==> src/rtl/clkfrz_pkg.sv <==
package clkfrz_pkg;

    typedef enum logic [1:0] {
        G_FROZEN = 2'd0,
        G_RUN    = 2'd1,
        G_DRAIN  = 2'd2
    } seq_state_e;

    typedef enum logic [2:0] {
        CG_OFF     = 3'd0,
        CG_PARK_LO = 3'd1,
        CG_HIGH    = 3'd2,
        CG_LOW     = 3'd3,
        CG_PARK_HI = 3'd4
    } gen_state_e;

endpackage

==> src/rtl/clkfrz_gen.sv <==
module clkfrz_gen
    import clkfrz_pkg::*;
#(
    parameter int CNT_W = 8
) (
    input  logic             clk,
    input  logic             rst_n,
    input  logic             run,
    input  logic [CNT_W-1:0] hi_len,
    input  logic [CNT_W-1:0] lo_len,
    output logic             clk_lvl,
    output logic             rise,
    output logic             idle
);

    gen_state_e       state_q, state_d;
    logic [CNT_W-1:0] cnt_q, cnt_d;
    logic             disabled;
    logic             hi_done;
    logic             lo_done;

    assign disabled = (hi_len == '0) || (lo_len == '0);
    assign hi_done  = (cnt_q >= hi_len);
    assign lo_done  = (cnt_q >= lo_len);

    // state register
    always_ff @(posedge clk) begin
        if (!rst_n) begin
            state_q <= CG_PARK_LO;
            cnt_q   <= '0;
        end else begin
            state_q <= state_d;
            cnt_q   <= cnt_d;
        end
    end

    // next-state logic
    always_comb begin
        state_d = state_q;
        cnt_d   = cnt_q;
        unique case (state_q)
            CG_OFF: begin
                if (!disabled) state_d = CG_PARK_LO;
            end
            CG_PARK_LO: begin
                if (disabled) begin
                    state_d = CG_OFF;
                end else if (run) begin
                    state_d = CG_HIGH;
                    cnt_d   = CNT_W'(1);
                end
            end
            CG_HIGH: begin
                if (disabled) begin
                    state_d = CG_OFF;
                end else if (hi_done) begin
                    if (run) begin
                        state_d = CG_LOW;
                        cnt_d   = CNT_W'(1);
                    end else begin
                        state_d = CG_PARK_HI;
                    end
                end else begin
                    cnt_d = cnt_q + CNT_W'(1);
                end
            end
            CG_LOW: begin
                if (disabled) begin
                    state_d = CG_OFF;
                end else if (lo_done) begin
                    if (run) begin
                        state_d = CG_HIGH;
                        cnt_d   = CNT_W'(1);
                    end else begin
                        state_d = CG_PARK_LO;
                    end
                end else begin
                    cnt_d = cnt_q + CNT_W'(1);
                end
            end
            CG_PARK_HI: begin
                if (disabled) begin
                    state_d = CG_OFF;
                end else if (run) begin
                    state_d = CG_LOW;
                    cnt_d   = CNT_W'(1);
                end
            end
            default: begin
                state_d = CG_OFF;
            end
        endcase
    end

    // outputs
    always_comb begin
        clk_lvl = 1'b0;
        rise    = 1'b0;
        idle    = 1'b0;
        unique case (state_q)
            CG_OFF:     idle = 1'b1;
            CG_PARK_LO: idle = 1'b1;
            CG_HIGH: begin
                clk_lvl = 1'b1;
                rise    = (cnt_q == CNT_W'(1));
            end
            CG_LOW:     clk_lvl = 1'b0;
            CG_PARK_HI: begin
                clk_lvl = 1'b1;
                idle    = 1'b1;
            end
            default:    idle = 1'b1;
        endcase
    end

endmodule

==> src/rtl/clkfrz_seq.sv <==
module clkfrz_seq
    import clkfrz_pkg::*;
#(
    parameter int N_XACT = 3,
    parameter int N_CLK  = 2
) (
    input  logic              clk,
    input  logic              rst_n,
    input  logic [N_XACT-1:0] xact_ready,
    input  logic [N_XACT-1:0] xact_empty,
    input  logic [N_CLK-1:0]  gen_idle,
    output logic              run,
    output logic              frozen,
    output logic [N_XACT-1:0] stop_cause
);

    seq_state_e        state_q, state_d;
    logic [N_XACT-1:0] cause_q, cause_d;
    logic              all_ready;
    logic              any_empty;
    logic              all_idle;

    assign all_ready = (&xact_ready) && !(|xact_empty);
    assign any_empty = |xact_empty;
    assign all_idle  = &gen_idle;

    // state register
    always_ff @(posedge clk) begin
        if (!rst_n) begin
            state_q <= G_FROZEN;
            cause_q <= '0;
        end else begin
            state_q <= state_d;
            cause_q <= cause_d;
        end
    end

    // transitions: start, stop, settle
    always_comb begin
        state_d = state_q;
        cause_d = cause_q;
        unique case (state_q)
            G_FROZEN: begin
                if (all_ready) state_d = G_RUN;
            end
            G_RUN: begin
                if (any_empty) begin
                    state_d = G_DRAIN;
                    cause_d = xact_empty;
                end
            end
            G_DRAIN: begin
                if (all_idle) state_d = G_FROZEN;
            end
            default: begin
                state_d = G_FROZEN;
            end
        endcase
    end

    // outputs
    always_comb begin
        run        = 1'b0;
        frozen     = 1'b0;
        stop_cause = cause_q;
        unique case (state_q)
            G_FROZEN: frozen = 1'b1;
            G_RUN:    run    = 1'b1;
            G_DRAIN:  run    = 1'b0;
            default:  frozen = 1'b1;
        endcase
    end

endmodule

==> src/rtl/clkfrz_ctrl.sv <==
module clkfrz_ctrl #(
    parameter int N_XACT = 3,
    parameter int N_CLK  = 2,
    parameter int CNT_W  = 8
) (
    input  logic                    clk,
    input  logic                    rst_n,
    input  logic [N_XACT-1:0]       xact_ready,
    input  logic [N_XACT-1:0]       xact_empty,
    input  logic [N_CLK*CNT_W-1:0]  cfg_high,
    input  logic [N_CLK*CNT_W-1:0]  cfg_low,
    output logic [N_CLK-1:0]        clk_out,
    output logic [N_CLK-1:0]        clk_rise,
    output logic                    frozen,
    output logic [N_XACT-1:0]       stop_cause
);

    logic             run;
    logic [N_CLK-1:0] gen_idle;

    clkfrz_seq #(
        .N_XACT(N_XACT),
        .N_CLK (N_CLK)
    ) u_seq (
        .clk       (clk),
        .rst_n     (rst_n),
        .xact_ready(xact_ready),
        .xact_empty(xact_empty),
        .gen_idle  (gen_idle),
        .run       (run),
        .frozen    (frozen),
        .stop_cause(stop_cause)
    );

    for (genvar i = 0; i < N_CLK; i++) begin : g_gen
        clkfrz_gen #(
            .CNT_W(CNT_W)
        ) u_gen (
            .clk    (clk),
            .rst_n  (rst_n),
            .run    (run),
            .hi_len (cfg_high[i*CNT_W +: CNT_W]),
            .lo_len (cfg_low[i*CNT_W +: CNT_W]),
            .clk_lvl(clk_out[i]),
            .rise   (clk_rise[i]),
            .idle   (gen_idle[i])
        );
    end

endmodule

==> config.mk <==
export PLATFORM = sky130hd
export DESIGN_NAME = clkfrz_ctrl
export DESIGN_NICKNAME = d
export VERILOG_FILES = /design/src/rtl/clkfrz_pkg.sv /design/src/rtl/clkfrz_gen.sv /design/src/rtl/clkfrz_seq.sv /design/src/rtl/clkfrz_ctrl.sv
export SDC_FILE = /design/constraint.sdc
export NUM_CORES = 1
export LEC_CHECK = 0
export BUFFER_PORTS_ARGS = -buffer_cell sky130_fd_sc_hd__buf_4
export CAP_MARGIN = 30
export CELL_PAD_IN_SITES_DETAIL_PLACEMENT = 0
export CELL_PAD_IN_SITES_GLOBAL_PLACEMENT = 1
export CORE_UTILIZATION = 40
export CTS_CLUSTER_DIAMETER = 100
export CTS_CLUSTER_SIZE = 16
export DETAILED_ROUTE_END_ITERATION = 16
export PLACE_DENSITY = 0.75
export SETUP_SLACK_MARGIN = 0.02
export SYNTH_ARGS = -nofsm -noshare
export SYNTH_HDL_FRONTEND = slang
export SYNTH_HIERARCHICAL = 1
export SYNTH_SLANG_ARGS = --single-unit
export TNS_END_PERCENT = 10
==> constraint.sdc <==
create_clock -name clk -period 3.6 [get_ports clk]
set_input_delay 0.72 -clock clk [delete_from_list [all_inputs] [get_ports clk]]
set_output_delay 0.72 -clock clk [all_outputs]
set_load 0.05 [all_outputs]
**Yosys cells after proc, flatten, opt, wreduce, memory -nomap -nowiden**

Index checks and enable logic that the tools add are counted.

- Add/subtract/negate cells: 2
- $lt $le $gt $ge: 4
- Equality and inequality tests: 31
- Mux-type cells: 46
- Reduce and logical (&&, ||, !) cells: 29

Operators with widths:

| kind | count |
|---|---|
| 8-bit two-way mux | 12 |
| 3-bit two-way mux | 17 |
| 8-bit case mux with 3 select lines | 2 |
| 8-bit >= comparator | 4 |
| 8-bit zero test | 4 |
| 3-bit case mux with 5 select lines | 2 |
| 3-bit by 1-bit != test with 1-bit output, second input constant | 6 |
| 8-bit by 1-bit adder with 8-bit output, second input constant | 2 |
| 8-bit by 1-bit == test with 1-bit output, second input constant | 2 |
| 2-bit != test, second input constant | 8 |
| 2-bit OR reduction | 7 |
| 3-bit by 2-bit == test with 1-bit output, second input constant | 4 |
| 5-bit AND reduction | 2 |
| 1-bit two-way mux | 8 |
| 2-bit two-way mux | 4 |
| 4-bit AND reduction | 2 |
| 3-bit by 1-bit == test with 1-bit output, second input constant | 2 |
| 3-bit == test, second input constant | 2 |
| 3-bit zero test | 2 |
| 2-bit by 1-bit != test with 1-bit output, second input constant | 3 |
| 3-bit by 2-bit != test with 1-bit output, second input constant | 2 |
| 2-bit case mux with 3 select lines | 1 |
| 3-bit AND reduction | 2 |
| 3-bit nonzero test | 2 |
| 8 further kinds | 10 |

- Register bits: 27
- Input port bits: 40
- Output and inout bits: 8
- Logic and storage cells: 118

**Logic depth before layout (Yosys ltp)**

- Word-level depth: 6
- Gate-level depth with buffers: 8
- Gate-level depth less buffers: 8

**Cells and area by module**

Netlist, hierarchy kept.

By module, submodules not included:

| module | times used | cells an instance | area each (sq um) | sequential area each (sq um) |
|---|---|---|---|---|
| clkfrz_gen (g_gen[0].u_gen) | 1 | 141 | 1207.4 | 220.2 |
| clkfrz_gen (g_gen[1].u_gen) | 1 | 152 | 1149.9 | 220.2 |
| clkfrz_seq | 1 | 30 | 276.5 | 100.1 |

**Worst setup path before layout**

No wires, ideal clock.

- Path type: register to output
- Start point: register g_gen[1].u_gen.cnt_q[0]
- End point: output port clk_rise[1]
- Arrival: 2.272 ns
- Data required time: 2.880 ns
- Slack: 0.608 ns
- Cell stages (with the launch flop): 5
- Buffers on the path: 0
- Path through: dfxtp_1 > ha_1 > nor4b_1 > nand2_1 > nor4_1

- Longest elaborated chain between the ends: 2

Ends and longest elaborated chain:

| item | line | RTL |
|---|---|---|
| from (decl) | clkfrz_gen.sv:17 | `logic [CNT_W-1:0] cnt_q, cnt_d;` |
| from (signal assigned) | clkfrz_gen.sv:33 | `cnt_q <= cnt_d;` |
| 8-bit by 1-bit == test with 1-bit output | clkfrz_gen.sv:105 | `rise = (cnt_q == CNT_W'(1));` |
| 1-bit two-way mux | clkfrz_gen.sv:100 | `unique case (state_q)` |
| to (decl) | clkfrz_ctrl.sv:13 | `output logic [N_CLK-1:0] clk_rise,` |

No other way between the ends.

**Worst setup path after layout**

- Start point: register g_gen[1].u_gen.cnt_q[1]
- End point: output port clk_rise[1]

Same word-level chain as after synthesis.

==> results.py <==
metrics = {
    "grt": {
        "grt_pass1_vias": 2189,
        "grt_antenna_before_repair": 0,
        "grt_use_total": 0.180,
        "grt_pass1_wl_mm": 10.4,
        "grt_max_degree": 28,
        "grt_remaining_overflow": 0,
    },
    "layout": {
        "fin_cells": 444,
        "syn2layout_area_growth_pct": 16.8,
        "fillers": 608,
        "fin_nets": 447,
        "drive_above_1_share": 0.213,
        "num_antenna_cells": 0,
    },
    "status": {
        "outcome": "completed",
    },
    "critical_path": {
        "path_max_fanout": 5,
        "required_ns": 2.88,
        "endpoint_kind": "output pin",
        "critPathLaunch": "g_gen[1].u_gen/cnt_q[1]$_SDFFE_PN0P_",
        "cp-endpoint": "clk_rise[1]",
        "critPathKind": "flip-flop to output pin",
        "r2r_end": "g_gen[1].u_gen/state_q[0]$_SDFFE_PN1P_",
        "arrival_ns": 1.72,
        "rr_worst_depth": 7,
        "startpoint_type": "flip-flop",
        "r2r_setup_slack_ns": 1.44,
        "timing.rr.start": "g_gen[1].u_gen/cnt_q[1]$_SDFFE_PN0P_",
    },
    "sta": {
        "rsz0062_at_grt": "false",
        "final.setup_skew_ns": 0.00493,
        "setup_viol": 0,
        "finalCritPeriodShare": 0.677,
        "fin_crit_ns": 2.44,
        "slew_headroom": 0.456,
        "fmax_mhz": 410,
        "tns_ns": 0,
        "fin_ws_ns": 1.16,
        "slew_viol_final": 0,
        "hold_viol": 0,
        "max_slew.worst_pin.slew_ns": 0.816,
    },
    "synth": {
        "synthCells": 323,
        "yosys-top-cells-count": "39 x ha_1, 39 x inv_1, 33 x nand2_1",
        "async_reset_ff_frac": 0,
        "synth_seq_cells": 27,
        "synth_ff_type": "dfxtp_1",
        "ys_top_cells_by_area": "dfxtp_1 21%, ha_1 19%, inv_1 5.6%",
        "synth_cell_types": 65,
        "synth_edf_count": 0,
        "ys_seq_area_frac": 0.205,
        "netlist.area_leader.share": 0.205,
        "synth_fp_nets": 402,
        "synth.largest_area_cell": "dfxtp_1",
        "yosys_warnings": 6,
        "synth_area_per_cell_um2": 8.15,
        "syn_area_um2": 2630,
    },
    "hold_path": {
        "hp-class": "flip-flop to flip-flop",
    },
    "place": {
        "placed_cells": 440,
        "port_buffers": 47,
        "dp_hpwl_mm": 4.77,
        "place_ws_ns": 1.04,
        "routabilityCongestion": 0.818,
    },
    "floorplanning": {
        "die_y_um": 83.1,
        "die_w_um": 83.1,
        "io_pins": 48,
        "die-area_um2": 6910,
        "core_um2": 6350,
        "start_util": 0.415,
        "rows": 29,
    },
    "route": {
        "avgRoutedWirePerCell_um": 13.8,
        "vias_per_cell": 5.48,
        "drt_iter0_drc": 104,
        "post-route-drc-count": 0,
        "wl_mm": 6.15,
        "dr.pass1.iters": 4,
        "num_vias": 2432,
        "drtAntennaViolNets": 0,
    },
    "cts": {
        "cts_sinks": 27,
        "cts_buffer_depth": 2,
        "ctsResizeCount": 0,
        "cts_buffers": 3,
        "clk_pin_slew_worst_paths_ns": 0.10,
        "worstSkewPairLatency_ns": 0.27,
        "cts_setup_buffers": 0,
        "cts-root-buf": "clkbuf_8",
        "cts_hold_buffers": 0,
        "cts_tree": "built",
        "h-tree-depth": 1,
    },
    "pwr": {
        "p_int_uw": 709,
        "p_comb_frac": 0.528,
        "ir_drop_v": 0.000222,
        "switching_share": 0.422,
        "power.share.clock": 0.143,
        "power.switching_uw": 517,
        "power.leakage_uw": 0.00141,
        "cellPowerDensity_nw_per_um2": 399,
        "seqPwrFrac": 0.329,
    },
    "job": {
        "drv_cap": 0,
    },
}
per-stage QoR:
step	hold slack [ns]	power, µW	util	area [µm²]
floorplan	0.451	919	-	2630
CTS	0.492	1240	0.484	3080
global placement	0.468	1060	0.477	3030
finish	0.484	1230	0.484	3080
detailed placement	0.478	1060	0.477	3030
global route	0.524	1320	0.484	3080
cell type report:
type / instances / area, µm² / share of cell area
inverters: 39 / 146 / 0.0476
clock buffers: 3 / 41.3 / 0.0134
repair buffers: 47 / 353 / 0.115
flip-flops and latches: 27 / 541 / 0.176
well taps: 77 / 96.3 / 0.0313
multi-input cells: 250 / 1890 / 0.616
clock inverters: 1 / 5.00 / 0.00163
how the worst min path moves through the flow:
stage | startpoint | to | slack, ns | cells past startpoint
final | u_seq/state_q[1]$_SDFFE_PN0P_ | u_seq/state_q[1]$_SDFFE_PN0P_ | 0.48 | 2
after global routing | u_seq/state_q[1]$_SDFFE_PN0P_ | u_seq/state_q[1]$_SDFFE_PN0P_ | 0.52 | 2
after CTS | u_seq/state_q[1]$_SDFFE_PN0P_ | u_seq/state_q[1]$_SDFFE_PN0P_ | 0.49 | 2
after detailed placement | u_seq/state_q[1]$_SDFFE_PN0P_ | u_seq/state_q[1]$_SDFFE_PN0P_ | 0.48 | 2
after global placement | u_seq/state_q[1]$_SDFFE_PN0P_ | u_seq/state_q[1]$_SDFFE_PN0P_ | 0.47 | 2
after floorplan | u_seq/state_q[1]$_SDFFE_PN0P_ | u_seq/state_q[1]$_SDFFE_PN0P_ | 0.45 | 2
state kept, by name (all words and copies together), names as in the netlist:
signal,cells
g_gen.u_gen/cnt_q,16
u_seq/state_q,2
g_gen.u_gen/state_q,6
u_seq/stop_cause,3
power groups by stage:
stage                     combinational, µW  sequential (µW)  clock (µW)
after CTS                               653              402         183
after global routing                    715              410         194
after floorplan                         550              369           0
after detailed placement                647              409           0
after global placement                  649              408           0
final                                   647              403         176
cell families (layout without fill, tap and decap cells):
kind of cell,Yosys count,count (layout),share of synthesized area
adder cells (fa/ha/maj),39,39,0.185
XOR/XNOR,3,3,0.00998
flip-flops,27,27,0.205
buffers and inverters,46,90,0.0760
multiplexers,4,4,0.0152
AND/OR/NAND/NOR,124,124,0.264
AO/OA/AOI/OAI,80,80,0.244
layout by cell type, fill, tap and decap left out, types with 4 or more instances in the layout:
cell type  count
ha_1          39
o21ai_0       24
nor4b_1        5
nand2_1       33
nand4_1        4
inv_1         39
nor3_1         5
a21oi_1        4
nor2b_1       10
buf_4         47
dfxtp_1       27
a31oi_1        4
nor2_1        20
nor3b_1        7
nor4_1        11
a211oi_1       9
a22oi_1        4
mux2i_1        4
nand3_1        6
and3_1         4
worst max-delay path, cell delays in order, from the launching register on:
cell and delay [ns]:
dfxtp_1 0.39, inv_1 0.10, ha_1 0.13, nor4b_1 0.25, nand2_1 0.09, nor4_1 0.22, buf_4 0.26
metal layers:
metal  wire (µm)  share of wire  track usage  vias to the layer above
met3         279          0.045       0.0209                        2
met1        3300           0.54        0.271                     1107
li1            -              -            -                     1277
met2        2540           0.41        0.274                       46
met4          23         0.0037       0.0376                        0
met5           0              0            0                        -
(Power assumes the default switching activity.)
